<file path="config.mk">
export PLATFORM = sky130hd
export DESIGN_NAME = walk_bus_datapath
export DESIGN_NICKNAME = d
export VERILOG_FILES = /design/src/rtl/walk_bus_pkg.sv /design/src/rtl/walk_bus_datapath.sv
export SDC_FILE = /design/constraint.sdc
export NUM_CORES = 1
export LEC_CHECK = 0
export BUFFER_PORTS_ARGS = -buffer_cell sky130_fd_sc_hd__buf_2
export CORE_MARGIN = 8
export CORE_UTILIZATION = 48
export CTS_BUF_LIST = sky130_fd_sc_hd__clkbuf_2
export DETAILED_ROUTE_END_ITERATION = 10
export PLACE_DENSITY_LB_ADDON = 0.25
export RECOVER_POWER = 50
export SLEW_MARGIN = 20
export SYNTH_ARGS = -nofsm -noshare
export SYNTH_HDL_FRONTEND = slang
export SYNTH_SLANG_ARGS = --single-unit
export TNS_END_PERCENT = 50
</file>
<file path="constraint.sdc">
create_clock -name clk -period 1.84 [get_ports clk]
set_input_delay 0.184 -clock clk [delete_from_list [all_inputs] [get_ports clk]]
set_output_delay 0.184 -clock clk [all_outputs]
set_load 0.02 [all_outputs]
</file>
<file path="src/rtl/walk_bus_pkg.sv">
package walk_bus_pkg;
  typedef struct packed {
    logic loadWord;
    logic shiftWord;
    logic finishPass;
    logic finishFail;
  } walkStrobes_t;

  typedef enum logic [1:0] {
    ST_IDLE  = 2'd0,
    ST_WRITE = 2'd1,
    ST_READ  = 2'd2
  } walkState_t;
endpackage

</file>
<file path="src/rtl/walk_bus_datapath.sv">
module walk_bus_datapath
  import walk_bus_pkg::*;
#(
  parameter int unsigned DATA_W = 32,
  parameter int unsigned ADDR_W = 32,
  parameter logic [ADDR_W-1:0] BASE_ADDR = '0
) (
  input  logic              clk,
  input  logic              rst,
  input  walkStrobes_t      strb,
  input  logic [DATA_W-1:0] memRdata,
  output logic [DATA_W-1:0] testWord,
  output logic              mismatch,
  output logic              lastStep,
  output logic              done,
  output logic              passFlag,
  output logic [ADDR_W-1:0] failAddr
);
  localparam logic [DATA_W-1:0] FIRST_WORD = DATA_W'(1);

  assign mismatch = (memRdata != testWord);
  assign lastStep = testWord[DATA_W-1];

  always_ff @(posedge clk) begin
    if (rst) begin
      testWord <= '0;
      done     <= 1'b0;
      passFlag <= 1'b0;
      failAddr <= '0;
    end else begin
      done <= 1'b0;
      if (strb.loadWord)       testWord <= FIRST_WORD;
      else if (strb.shiftWord) testWord <= testWord << 1;
      if (strb.finishPass) begin
        done     <= 1'b1;
        passFlag <= 1'b1;
        failAddr <= '0;
      end else if (strb.finishFail) begin
        done     <= 1'b1;
        passFlag <= 1'b0;
        failAddr <= BASE_ADDR;
      end
    end
  end
endmodule

</file>
* Yosys cells after proc, flatten, opt, wreduce, memory -nomap -nowiden *
Index checks and enable logic that the tools add are counted.

storage, ports and cells
  register bits after elaboration = 34
  input port bits = 38
  output and inout port bits = 68

operators by class
  eq/ne operators = 1
  mux-type cells = 6
  reductions and logical operators = 3

operators with widths
  operator            count
  $ne A32 B32 Y1      1
  $mux W1             6
  $reduce_bool A2 Y1  2
  $reduce_or A2 Y1    1

* Logic depth before layout (Yosys ltp) *
Gate-level depths: netlist of run 1.

  depth after elaboration = 2
  mapped depth = 4
  gate-level depth less buffers = 4

* Worst setup path before layout of run 1 *
Ideal clock, no wire load.

  path type = reg2out
  start = reg testWord[13]
  end = out mismatch
  arrival time = 1.148 ns
  setup slack = 0.508 ns
  cell stages (with the launch flop) = 5
  cells stage by stage = dfxtp_1 xnor2_1 nand4_1 nor4_1 nand2_1

between the ends
  longest elaborated chain between the ends = 1

RTL lines
  item                    line                     RTL
  start, declared         walk_bus_datapath.sv:12  output logic [DATA_W-1:0] testWord,
  start signal, assigned  walk_bus_datapath.sv:33  else if (strb.shiftWord) testWord <= testWord << 1;
  $ne A32 B32 Y1          walk_bus_datapath.sv:21  assign mismatch = (memRdata != testWord);
  end, declared           walk_bus_datapath.sv:13  output logic mismatch,

Every way passes these cells.

* Worst setup path after layout of run 1 *
  start = reg testWord[16]
  end = out mismatch

The elaborated chain is that of the path after synthesis.

==> impl_metrics.xml, run 1 <==
<?xml version="1.0" encoding="UTF-8"?>
<metrics>
  <group name="critical_path">
    <metric name="crit_arrival" unit="ns">1.59</metric>
    <metric name="setup.worst_path.start_class" unit="">flop</metric>
    <metric name="crit_slowest_cell" unit="">sky130_fd_sc_hd__dfxtp_2</metric>
    <metric name="crit_family" unit="">simple AND/OR/NAND/NOR gates</metric>
    <metric name="cp-end-kind" unit="">output pin</metric>
    <metric name="critical_path_buf_inv_count" unit="">1</metric>
    <metric name="crit_required" unit="ns">1.66</metric>
    <metric name="criticalPathCategory" unit="">flop to output pin</metric>
    <metric name="critical-path-max-stage-delay" unit="ns">0.38</metric>
    <metric name="path_cells" unit="">xnor2_2 &gt; nand4_1 &gt; nor4_1 &gt; nand2_1 &gt; buf_6</metric>
    <metric name="worst-path-max-fanout" unit="">4</metric>
  </group>
  <group name="logic_synthesis">
    <metric name="synth_area_leaders" unit="">sky130_fd_sc_hd__dfxtp_1 38%, sky130_fd_sc_hd__mux2i_1 17%, sky130_fd_sc_hd__xnor2_1 15%</metric>
    <metric name="number_of_synthesized_register_bits" unit="">34</metric>
    <metric name="synth_seq_area_share" unit="%">37.6</metric>
    <metric name="synth_warn" unit="">0</metric>
    <metric name="synth_top_cell_by_area" unit="">sky130_fd_sc_hd__dfxtp_1</metric>
    <metric name="avgSynthCellArea" unit="um2">9.53</metric>
    <metric name="post-synth-top-area-fraction" unit="%">37.6</metric>
    <metric name="synth.lib_cells_used.distinct" unit="">14</metric>
    <metric name="mappedNetlistArea" unit="um2">1810</metric>
    <metric name="postSynthCellCount" unit="">190</metric>
  </group>
  <group name="timing">
    <metric name="final-max-slew-violation-count" unit="">0</metric>
    <metric name="setup_violations" unit="">0</metric>
    <metric name="headroom_to_the_max_slew_limit" unit="%">60.0</metric>
    <metric name="setup_total_negative_slack" unit="ns">0</metric>
    <metric name="timing.final.hold_violations" unit="">0</metric>
    <metric name="grt_setup_unrepaired" unit="">true</metric>
    <metric name="worst-slew-pin-transition" unit="ns">0.601</metric>
    <metric name="final_min_period_over_clock_period" unit="%">96.2</metric>
    <metric name="skew" unit="ns">0.00625</metric>
    <metric name="layout_min_cycle_time" unit="ns">1.77</metric>
    <metric name="fmaxAchievable" unit="GHz">0.565</metric>
  </group>
  <group name="cells_and_area">
    <metric name="fillerInstances" unit="">342</metric>
    <metric name="share_of_cells_above_drive_strength_1" unit="%">44.9</metric>
    <metric name="fin_util" unit="%">61.7</metric>
    <metric name="insertedDiodeCount" unit="">0</metric>
    <metric name="layout.area.seq" unit="um2">726</metric>
    <metric name="multiInputGateArea" unit="um2">1010</metric>
    <metric name="finish.net_count" unit="">302</metric>
    <metric name="areaGrowthSynthToFinish" unit="%">23.8</metric>
  </group>
  <group name="clock_network">
    <metric name="clk_pin_slew" unit="ns">0.15</metric>
    <metric name="cts.sink_count" unit="">34</metric>
    <metric name="number_of_cts_inserted_buffers" unit="">5</metric>
    <metric name="max_clock_buf_depth" unit="">2</metric>
    <metric name="worst_skew_late_latency" unit="ns">0.36</metric>
    <metric name="clock_tree.root_cell" unit="">sky130_fd_sc_hd__clkbuf_2</metric>
    <metric name="cts_tree" unit="">done</metric>
    <metric name="htreeDepth" unit="">2</metric>
  </group>
  <group name="floorplan">
    <metric name="die_area" unit="um2">5990</metric>
    <metric name="std_cell_rows" unit="">22</metric>
    <metric name="core_region_area" unit="um2">3630</metric>
    <metric name="die_y" unit="um">77.4</metric>
    <metric name="die_w" unit="um">77.4</metric>
    <metric name="effective_utilization_at_floorplan" unit="%">49.8</metric>
    <metric name="i_o_pins" unit="">106</metric>
  </group>
  <group name="power_and_ir_drop">
    <metric name="static-leakage-power" unit="nW">1.10</metric>
    <metric name="vdd_drop_max" unit="V">0.000353</metric>
    <metric name="power_density" unit="nW/um2">564</metric>
    <metric name="p_total" unit="mW">1.26</metric>
  </group>
  <group name="min_path">
    <metric name="hold_class" unit="">input port to flop</metric>
  </group>
  <group name="detailed_routing">
    <metric name="ant_nets" unit="">0</metric>
    <metric name="initialDrtViolationCount" unit="">74</metric>
    <metric name="drc_violation_count_after_routing" unit="">0</metric>
    <metric name="post_drt_via_cell_ratio" unit="">4.53</metric>
    <metric name="routed-via-count" unit="">1410</metric>
    <metric name="wl_per_cell" unit="um">14.3</metric>
    <metric name="drt-total-wl" unit="um">4460</metric>
    <metric name="first_pass_iters" unit="">4</metric>
  </group>
  <group name="place">
    <metric name="place.gp.congestion" unit="">0.772</metric>
    <metric name="buffer_ports.inserted" unit="">73</metric>
    <metric name="dp_hpwl" unit="um">3430</metric>
  </group>
  <group name="global_route">
    <metric name="number_of_antenna_violations_at_the_first_check_in_global_routing" unit="">0</metric>
    <metric name="overall_track_demand_over_capacity_in_global_routing" unit="%">14.3</metric>
    <metric name="maximum_number_of_pins_on_one_net_before_global_route_repair" unit="">33</metric>
    <metric name="overflow" unit="">0</metric>
    <metric name="first_global_vias" unit="">1465</metric>
    <metric name="grt_pass1_wl" unit="um">7020</metric>
  </group>
  <group name="run">
    <metric name="cap_violations" unit="">0</metric>
  </group>
  <group name="status">
    <metric name="run_status" unit="">finished clean</metric>
  </group>
</metrics>
## path summary, 6_finish.rpt
| check | depth (start not counted) | slack [ns] | startpoint | to |
|---|---|---|---|---|
| max reg2reg | 3 | 1.04 | testWord[30] | testWord[30] |
| min reg2reg | 2 | 0.51 | passFlag | passFlag |
| min | 3 | 0.03 | strb[3] | testWord[0] |
| max | 5 | 0.07 | testWord[16] | mismatch |
## synthesized netlist by cell type
master	instances
sky130_fd_sc_hd__nor2_1	35
sky130_fd_sc_hd__buf_4	36
sky130_fd_sc_hd__buf_2	2
sky130_fd_sc_hd__inv_1	2
sky130_fd_sc_hd__xnor2_1	32
sky130_fd_sc_hd__dfxtp_1	34
sky130_fd_sc_hd__nand4_1	8
sky130_fd_sc_hd__mux2i_1	31
sky130_fd_sc_hd__nor4_1	2
sky130_fd_sc_hd__nand2_1	1
sky130_fd_sc_hd__conb_1	1
sky130_fd_sc_hd__a21oi_1	2
sky130_fd_sc_hd__or2_1	1
sky130_fd_sc_hd__buf_6	3
## tightest hold or removal path: stages
cell                      delay [ns]
sky130_fd_sc_hd__buf_2          0.09
sky130_fd_sc_hd__a21oi_1        0.04
sky130_fd_sc_hd__nor2_1         0.07
## layout by cell type, fill, tap and decap left out, drive strengths merged
cell,instances
or2,1
a21oi,2
clkbuf,8
clkinv,1
inv,2
xnor2,32
nor2,35
mux2i,31
nand2,1
dfxtp,34
nand4,8
dlygate4sd3,1
buf,73
nor4,2
conb,32
## cells by family after synthesis
family	after synthesis	share of synthesized area, %
compound gates	2	0.553
xor+xnor	32	15.5
buf+inv	43	17.8
flops	34	37.6
mux	31	17.1
other cells	1	0.207
simple gates	47	11.3
## report_power, final
part / internal, mW / switching [mW] / leakage (nW)
Combinational: 0.0860 / 0.138 / 0.785
Clock: 0.0755 / 0.227 / 0.0223
Sequential: 0.735 / 0.00384 / 0.290
## through the flow
step | instances | hold WS [ns] | worst slack (ns) | instance area [um2]
final | 311 | 0.0346 | 0.0701 | 2240
after global routing | 311 | 0.0136 | -0.0292 | 2240
after CTS | 309 | 0.00238 | 0.000967 | 2100
after detailed placement | 302 | 0.393 | 0.403 | 2060
after global placement | 302 | 0.391 | 0.429 | 2060
after floorplan | 221 | 0.256 | 0.508 | 1930
## flip-flops by register name (all words and copies together), names as in the netlist
register  flops
passFlag      1
testWord     32
done          1
## cell type report
type                       count  area share (%)
clock buffer                   5            1.12
clock inverter                 1           0.167
inverter                       2           0.335
multi-input combinational    144            44.9
sequential                    34            32.4
tap                           48            2.68
timing repair buffer          77            18.4
## what timing repair did
action / 4_1_cts / 5_1_grt
pin swaps: 3 / 10
buffers inserted: 0 / 2
hold endpoints to repair: 3 / 0
resized for setup: 3 / 42
hold buffers: 1 / 0
setup endpoints to repair: 1 / 1
## routing by layer
| metal | up-vias | routed length, um | track usage [%] |
|---|---|---|---|
| met5 | - | 0 | 0 |
| met4 | 0 | 83 | 6.42 |
| met3 | 9 | 475 | 7.37 |
| met2 | 70 | 2150 | 23.1 |
| met1 | 628 | 1740 | 15.4 |
| li1 | 703 | - | - |
Power figures use the tool's default switching activity.
==> inputs of run 2 (changes only) <==
--- a/config.mk
+++ b/config.mk
@@ -5,11 +5,11 @@
 export SDC_FILE = /design/constraint.sdc
 export NUM_CORES = 1
 export LEC_CHECK = 0
-export BUFFER_PORTS_ARGS = -buffer_cell sky130_fd_sc_hd__buf_2
 export CORE_MARGIN = 8
-export CORE_UTILIZATION = 48
+export CORE_UTILIZATION = 56
 export CTS_BUF_LIST = sky130_fd_sc_hd__clkbuf_2
 export DETAILED_ROUTE_END_ITERATION = 10
+export DONT_BUFFER_PORTS = 1
 export PLACE_DENSITY_LB_ADDON = 0.25
 export RECOVER_POWER = 50
 export SLEW_MARGIN = 20
==> impl_metrics.xml, run 2 (synthesis results as in run 1) <==
<?xml version="1.0" encoding="UTF-8"?>
<metrics>
  <group name="status">
    <metric name="run_status" unit="">complete, but fails checks</metric>
    <metric name="failed_checks" unit="">capacitance limit, slew limit</metric>
  </group>
  <group name="critical_path">
    <metric name="cp-end-kind" unit="">output pin</metric>
    <metric name="setup.worst_path.start_class" unit="">flop</metric>
    <metric name="worst-path-max-fanout" unit="">2</metric>
    <metric name="path_cells" unit="">xnor2_1 &gt; nand4_1 &gt; nor4_2 &gt; nand2_2</metric>
    <metric name="worst_r2r_startpoint" unit="">testWord[0]</metric>
    <metric name="critical-path-max-stage-delay" unit="ns">0.36</metric>
    <metric name="reg2reg_to" unit="">testWord[0]</metric>
    <metric name="criticalPathCategory" unit="">flop to output pin</metric>
    <metric name="crit_required" unit="ns">1.66</metric>
    <metric name="r2r_slack" unit="ns">0.52</metric>
    <metric name="crit_slowest_cell" unit="">sky130_fd_sc_hd__dfxtp_1</metric>
    <metric name="number_of_cells_on_the_worst_reg_to_reg_path" unit="">4</metric>
    <metric name="crit_arrival" unit="ns">1.58</metric>
  </group>
  <group name="global_route">
    <metric name="first_global_vias" unit="">1360</metric>
    <metric name="grt_pass1_wl" unit="um">7170</metric>
    <metric name="overall_track_demand_over_capacity_in_global_routing" unit="%">17.5</metric>
    <metric name="overflow" unit="">0</metric>
    <metric name="maximum_number_of_pins_on_one_net_before_global_route_repair" unit="">32</metric>
    <metric name="number_of_antenna_violations_at_the_first_check_in_global_routing" unit="">0</metric>
  </group>
  <group name="cells_and_area">
    <metric name="mostFrequentLayoutCells" unit="">35 x sky130_fd_sc_hd__nor2_1, 32 x sky130_fd_sc_hd__conb_1, 31 x sky130_fd_sc_hd__mux2i_1, 31 x sky130_fd_sc_hd__dfxtp_1, 30 x sky130_fd_sc_hd__buf_4</metric>
    <metric name="insertedDiodeCount" unit="">0</metric>
    <metric name="final_common_cell" unit="">sky130_fd_sc_hd__nor2_1</metric>
    <metric name="areaGrowthSynthToFinish" unit="%">13.9</metric>
    <metric name="fillerInstances" unit="">265</metric>
    <metric name="largest_register_ffs" unit="">32</metric>
    <metric name="fin_util" unit="%">67.0</metric>
    <metric name="top_register" unit="">testWord</metric>
    <metric name="reg.largest.list" unit="">testWord (32), done (1), passFlag (1)</metric>
    <metric name="share_of_cells_above_drive_strength_1" unit="%">21.4</metric>
    <metric name="finish.instance_area" unit="um2">2060</metric>
    <metric name="finish.net_count" unit="">262</metric>
  </group>
  <group name="place">
    <metric name="post_dp_cell_area" unit="um2">1890</metric>
    <metric name="place.gp.congestion" unit="">0.805</metric>
    <metric name="buffer_ports.inserted" unit="">0</metric>
    <metric name="dp_worst_setup_slack" unit="ns">0.405</metric>
    <metric name="dp_hpwl" unit="um">3680</metric>
  </group>
  <group name="floorplan">
    <metric name="effective_utilization_at_floorplan" unit="%">58.8</metric>
    <metric name="core_region_area" unit="um2">3080</metric>
    <metric name="die_y" unit="um">72.9</metric>
    <metric name="i_o_pins" unit="">106</metric>
    <metric name="die_area" unit="um2">5310</metric>
    <metric name="std_cell_rows" unit="">20</metric>
    <metric name="die_w" unit="um">72.9</metric>
  </group>
  <group name="detailed_routing">
    <metric name="wl_per_cell" unit="um">17.5</metric>
    <metric name="drt-total-wl" unit="um">4680</metric>
    <metric name="ant_nets" unit="">0</metric>
    <metric name="first_pass_iters" unit="">4</metric>
    <metric name="post_drt_via_cell_ratio" unit="">4.92</metric>
    <metric name="routed-via-count" unit="">1318</metric>
    <metric name="initialDrtViolationCount" unit="">81</metric>
    <metric name="drc_violation_count_after_routing" unit="">0</metric>
  </group>
  <group name="clock_network">
    <metric name="worst_skew_late_latency" unit="ns">0.37</metric>
    <metric name="cts_tree" unit="">done</metric>
    <metric name="number_of_cts_inserted_buffers" unit="">5</metric>
    <metric name="clk_pin_slew" unit="ns">0.17</metric>
    <metric name="setup_bufs_post_cts" unit="">0</metric>
    <metric name="cts.sink_count" unit="">34</metric>
    <metric name="max_clock_buf_depth" unit="">2</metric>
    <metric name="htreeDepth" unit="">2</metric>
    <metric name="clock_tree.root_cell" unit="">sky130_fd_sc_hd__clkbuf_2</metric>
  </group>
  <group name="timing">
    <metric name="final-max-slew-violation-count" unit="">32</metric>
    <metric name="worst-slew-pin-transition" unit="ns">1.72</metric>
    <metric name="final_min_period_over_clock_period" unit="%">95.7</metric>
    <metric name="setup_violations" unit="">0</metric>
    <metric name="timing.hold.ws" unit="ns">0.212</metric>
    <metric name="finalWorstSetupSlack" unit="ns">0.0785</metric>
    <metric name="skew" unit="ns">0.0118</metric>
    <metric name="layout_min_cycle_time" unit="ns">1.76</metric>
    <metric name="timing.final.hold_violations" unit="">0</metric>
    <metric name="headroom_to_the_max_slew_limit" unit="%">-15.0</metric>
    <metric name="fmaxAchievable" unit="GHz">0.568</metric>
  </group>
  <group name="run">
    <metric name="cap_violations" unit="">1</metric>
  </group>
  <group name="power_and_ir_drop">
    <metric name="vdd_drop_max" unit="V">0.000413</metric>
    <metric name="power_density" unit="nW/um2">610</metric>
    <metric name="static-leakage-power" unit="nW">0.899</metric>
  </group>
  <group name="min_path">
    <metric name="hold_depth" unit="">3</metric>
    <metric name="hold_class" unit="">input port to flop</metric>
    <metric name="hold_path.startpoint" unit="">strb[2]</metric>
    <metric name="whs_endpoint" unit="">testWord[14]</metric>
  </group>
</metrics>
==> run 2: cell count changes in the layout (fill, tap and decap cells not counted), moves of 2 or more <==
cell / before / now
sky130_fd_sc_hd__dlygate4sd3_1: 1 / 6
sky130_fd_sc_hd__clkbuf_1: 3 / 0
sky130_fd_sc_hd__xnor2_2: 11 / 4
sky130_fd_sc_hd__buf_4: 2 / 30
sky130_fd_sc_hd__nor4_2: 0 / 2
sky130_fd_sc_hd__nor4_1: 2 / 0
sky130_fd_sc_hd__clkbuf_2: 5 / 7
sky130_fd_sc_hd__dfxtp_4: 4 / 2
sky130_fd_sc_hd__buf_2: 69 / 0
sky130_fd_sc_hd__dfxtp_2: 24 / 1
sky130_fd_sc_hd__xnor2_1: 21 / 28
sky130_fd_sc_hd__dfxtp_1: 6 / 31
==> run 2: worst max-delay path by stage <==
stage / start / slack [ns] / depth (start not counted) / end
floorplan: testWord[13] / 0.51 / 4 / mismatch
global placement: testWord[27] / 0.50 / 4 / mismatch
detailed placement: testWord[27] / 0.41 / 4 / mismatch
CTS: testWord[25] / 0.02 / 4 / mismatch
global route: testWord[30] / -0.007 / 4 / mismatch
finish: testWord[30] / 0.08 / 4 / mismatch
==> run 2: worst max-delay path, delay by kind of cell (launching register included) <==
kind | cells | cell delay [ns]
flops | 1 | 0.36
simple gates | 3 | 0.65
xor+xnor | 1 | 0.21
==> run 2: routing by layer <==
metal | vias to the layer above | GRT usage, % | wire length, um
met4 | 0 | 6.00 | 78
met2 | 70 | 29.1 | 2300
met1 | 617 | 18.7 | 1730
met5 | - | 0 | 0
met3 | 10 | 8.93 | 561
li1 | 621 | - | -
==> run 2: what timing repair did <==
action | CTS | global route
setup endpoints to repair | 1 | 1
hold buffers | 7 | 0
resized for setup | 2 | 10
endpoints found under the hold margin | 33 | 0
pin swaps | 0 | 5
==> run 2: where the power goes <==
| part | switching (mW) | internal [mW] |
|---|---|---|
| clock network | 0.236 | 0.0990 |
| registers | 0.00689 | 0.739 |
| logic | 0.114 | 0.0620 |
| total | 0.357 | 0.900 |
==> run 2: cell type report <==
cell class	count	area [um2]	share of cell area, %
clock buffers	7	35.0	1.70
flip-flops and latches	34	689	33.4
inverters	2	7.51	0.364
repair buffers	37	305	14.8
multi-input cells	144	970	47.0
well taps	44	55.1	2.67
==> run 2: per-stage QoR <==
stage               power (mW)  TNS (ns)  std cells
floorplan                0.963         0        221
global placement         0.899         0        254
detailed placement       0.900         0        254
CTS                       1.26         0        268
global route              1.31  -0.00686        268
finish                    1.26         0        268
==> inputs of run 3 (changes only) <==
--- a/config.mk
+++ b/config.mk
@@ -10,7 +10,7 @@
 export CTS_BUF_LIST = sky130_fd_sc_hd__clkbuf_2
 export DETAILED_ROUTE_END_ITERATION = 10
 export DONT_BUFFER_PORTS = 1
-export PLACE_DENSITY_LB_ADDON = 0.25
+export PLACE_DENSITY = 0.71
 export RECOVER_POWER = 50
 export SLEW_MARGIN = 20
 export SYNTH_ARGS = -nofsm -noshare
==> impl_metrics.xml, run 3 (synthesis results as in run 1) <==
<?xml version="1.0" encoding="UTF-8"?>
<metrics>
  <group name="place">
    <metric name="dp_hpwl" unit="um">3650</metric>
    <metric name="dp_worst_setup_slack" unit="ns">0.434</metric>
    <metric name="place.gp.congestion" unit="">0.785</metric>
    <metric name="buffer_ports.inserted" unit="">0</metric>
    <metric name="post_dp_cell_area" unit="um2">1880</metric>
  </group>
  <group name="critical_path">
    <metric name="worst-path-max-fanout" unit="">2</metric>
    <metric name="setup.worst_path.start_class" unit="">flop</metric>
    <metric name="crit_arrival" unit="ns">1.55</metric>
    <metric name="criticalPathCategory" unit="">flop to output pin</metric>
    <metric name="cp-end-kind" unit="">output pin</metric>
    <metric name="crit_required" unit="ns">1.66</metric>
  </group>
  <group name="timing">
    <metric name="fmaxAchievable" unit="GHz">0.576</metric>
    <metric name="grt_setup_unrepaired" unit="">false</metric>
    <metric name="finalWorstSetupSlack" unit="ns">0.104</metric>
    <metric name="timing.final.hold_violations" unit="">0</metric>
    <metric name="final_min_period_over_clock_period" unit="%">94.4</metric>
    <metric name="setup_total_negative_slack" unit="ns">0</metric>
    <metric name="skew" unit="ns">0.0143</metric>
    <metric name="final-max-slew-violation-count" unit="">0</metric>
    <metric name="setup_violations" unit="">0</metric>
    <metric name="worst-slew-pin-transition" unit="ns">0.523</metric>
    <metric name="headroom_to_the_max_slew_limit" unit="%">65.1</metric>
    <metric name="layout_min_cycle_time" unit="ns">1.74</metric>
  </group>
  <group name="floorplan">
    <metric name="die_y" unit="um">72.9</metric>
    <metric name="die_area" unit="um2">5310</metric>
    <metric name="die_w" unit="um">72.9</metric>
    <metric name="std_cell_rows" unit="">20</metric>
    <metric name="core_region_area" unit="um2">3080</metric>
    <metric name="effective_utilization_at_floorplan" unit="%">58.8</metric>
    <metric name="i_o_pins" unit="">106</metric>
  </group>
  <group name="min_path">
    <metric name="hold_class" unit="">input port to flop</metric>
  </group>
  <group name="clock_network">
    <metric name="cts.sink_count" unit="">34</metric>
    <metric name="clk_pin_slew" unit="ns">0.17</metric>
    <metric name="setup_bufs_post_cts" unit="">0</metric>
    <metric name="cts_tree" unit="">done</metric>
    <metric name="max_clock_buf_depth" unit="">2</metric>
    <metric name="worst_skew_late_latency" unit="ns">0.38</metric>
    <metric name="number_of_cts_inserted_buffers" unit="">5</metric>
    <metric name="clock_tree.root_cell" unit="">sky130_fd_sc_hd__clkbuf_2</metric>
    <metric name="htreeDepth" unit="">2</metric>
  </group>
  <group name="detailed_routing">
    <metric name="ant_nets" unit="">0</metric>
    <metric name="initialDrtViolationCount" unit="">45</metric>
    <metric name="post_drt_via_cell_ratio" unit="">4.82</metric>
    <metric name="drc_violation_count_after_routing" unit="">0</metric>
    <metric name="drt-total-wl" unit="um">4640</metric>
    <metric name="first_pass_iters" unit="">4</metric>
    <metric name="routed-via-count" unit="">1286</metric>
    <metric name="wl_per_cell" unit="um">17.4</metric>
  </group>
  <group name="cells_and_area">
    <metric name="final_common_cell" unit="">sky130_fd_sc_hd__nor2_1</metric>
    <metric name="mostFrequentLayoutCells" unit="">35 x sky130_fd_sc_hd__nor2_1, 32 x sky130_fd_sc_hd__conb_1, 31 x sky130_fd_sc_hd__xnor2_1, 31 x sky130_fd_sc_hd__mux2i_1, 29 x sky130_fd_sc_hd__dfxtp_1</metric>
    <metric name="insertedDiodeCount" unit="">0</metric>
    <metric name="top_register" unit="">testWord</metric>
    <metric name="finish.instance_area" unit="um2">1960</metric>
    <metric name="fin_util" unit="%">63.7</metric>
    <metric name="largest_register_ffs" unit="">32</metric>
    <metric name="share_of_cells_above_drive_strength_1" unit="%">11.7</metric>
    <metric name="areaGrowthSynthToFinish" unit="%">8.36</metric>
    <metric name="finish.net_count" unit="">261</metric>
    <metric name="reg.largest.list" unit="">testWord (32), done (1), passFlag (1)</metric>
    <metric name="fillerInstances" unit="">289</metric>
  </group>
  <group name="global_route">
    <metric name="first_global_vias" unit="">1378</metric>
    <metric name="number_of_antenna_violations_at_the_first_check_in_global_routing" unit="">0</metric>
    <metric name="overall_track_demand_over_capacity_in_global_routing" unit="%">17.1</metric>
    <metric name="maximum_number_of_pins_on_one_net_before_global_route_repair" unit="">32</metric>
    <metric name="overflow" unit="">0</metric>
    <metric name="grt_pass1_wl" unit="um">6940</metric>
  </group>
  <group name="power_and_ir_drop">
    <metric name="power_density" unit="nW/um2">638</metric>
    <metric name="static-leakage-power" unit="nW">0.798</metric>
    <metric name="p_total" unit="mW">1.25</metric>
    <metric name="vdd_drop_max" unit="V">0.000573</metric>
  </group>
  <group name="run">
    <metric name="cap_violations" unit="">0</metric>
  </group>
  <group name="status">
    <metric name="run_status" unit="">finished clean</metric>
  </group>
</metrics>
-- run 3: changes by cell type in the layout (fill, tap and decap cells not counted), moves of 2 or more --
| cell | previous run | this run |
|---|---|---|
| sky130_fd_sc_hd__buf_4 | 30 | 8 |
| sky130_fd_sc_hd__clkinv_2 | 0 | 2 |
| sky130_fd_sc_hd__clkbuf_1 | 0 | 20 |
| sky130_fd_sc_hd__dfxtp_4 | 2 | 0 |
| sky130_fd_sc_hd__dfxtp_2 | 1 | 5 |
| sky130_fd_sc_hd__xnor2_1 | 28 | 31 |
| sky130_fd_sc_hd__dfxtp_1 | 31 | 29 |
| sky130_fd_sc_hd__xnor2_2 | 4 | 1 |
| sky130_fd_sc_hd__clkbuf_2 | 7 | 5 |
-- run 3: layer usage --
layer	vias up	part of all wire [%]	GRT usage, %
li1	619	-	-
met1	580	33	15.9
met2	79	51	30.1
met3	8	15	10.9
met4	0	1.3	4.67
met5	-	0	0
-- run 3: final cells by class --
class | count | area (um2) | area share, %
clock inverter | 2 | 10.0 | 0.510
timing repair buffer | 36 | 230 | 11.7
tap | 44 | 55.1 | 2.81
sequential | 34 | 687 | 35.0
multi-input combinational | 144 | 947 | 48.3
clock buffer | 5 | 25.0 | 1.28
inverter | 2 | 7.51 | 0.383
-- run 3: what timing repair did --
| action | CTS | global route |
|---|---|---|
| cloned | 0 | 0 |
| gates resized for setup | 5 | 4 |
| hold endpoints to repair | 34 | 0 |
| hold buffers | 7 | 0 |
| pin swaps | 1 | 4 |
| setup endpoints to repair | 1 | 1 |
-- run 3: stage by stage --
step | hold slack, ns | std cells
floorplan | 0.256 | 221
global placement | 0.258 | 252
detailed placement | 0.263 | 252
CTS | 0.184 | 266
global route | 0.170 | 267
finish | 0.189 | 267
-- run 3: where the power goes --
group,switching [mW],internal (mW)
Combinational,0.116,0.0625
Sequential,0.00693,0.742
Clock,0.242,0.0822
Total,0.366,0.886
-- run 3: worst max-delay path: stages (launching register included) --
cell                      delay, ns
sky130_fd_sc_hd__dfxtp_1       0.36
sky130_fd_sc_hd__xnor2_1       0.16
sky130_fd_sc_hd__nand4_1       0.14
sky130_fd_sc_hd__nor4_2        0.36
sky130_fd_sc_hd__nand2_2       0.16
-- run 3: worst paths after layout --
path / startpoint / endpoint / slack (ns) / cells past startpoint
min: rst / testWord[11] / 0.19 / 2
max: testWord[13] / mismatch / 0.10 / 4
min reg2reg: testWord[11] / testWord[11] / 0.60 / 2
max reg2reg: testWord[0] / testWord[0] / 0.47 / 4
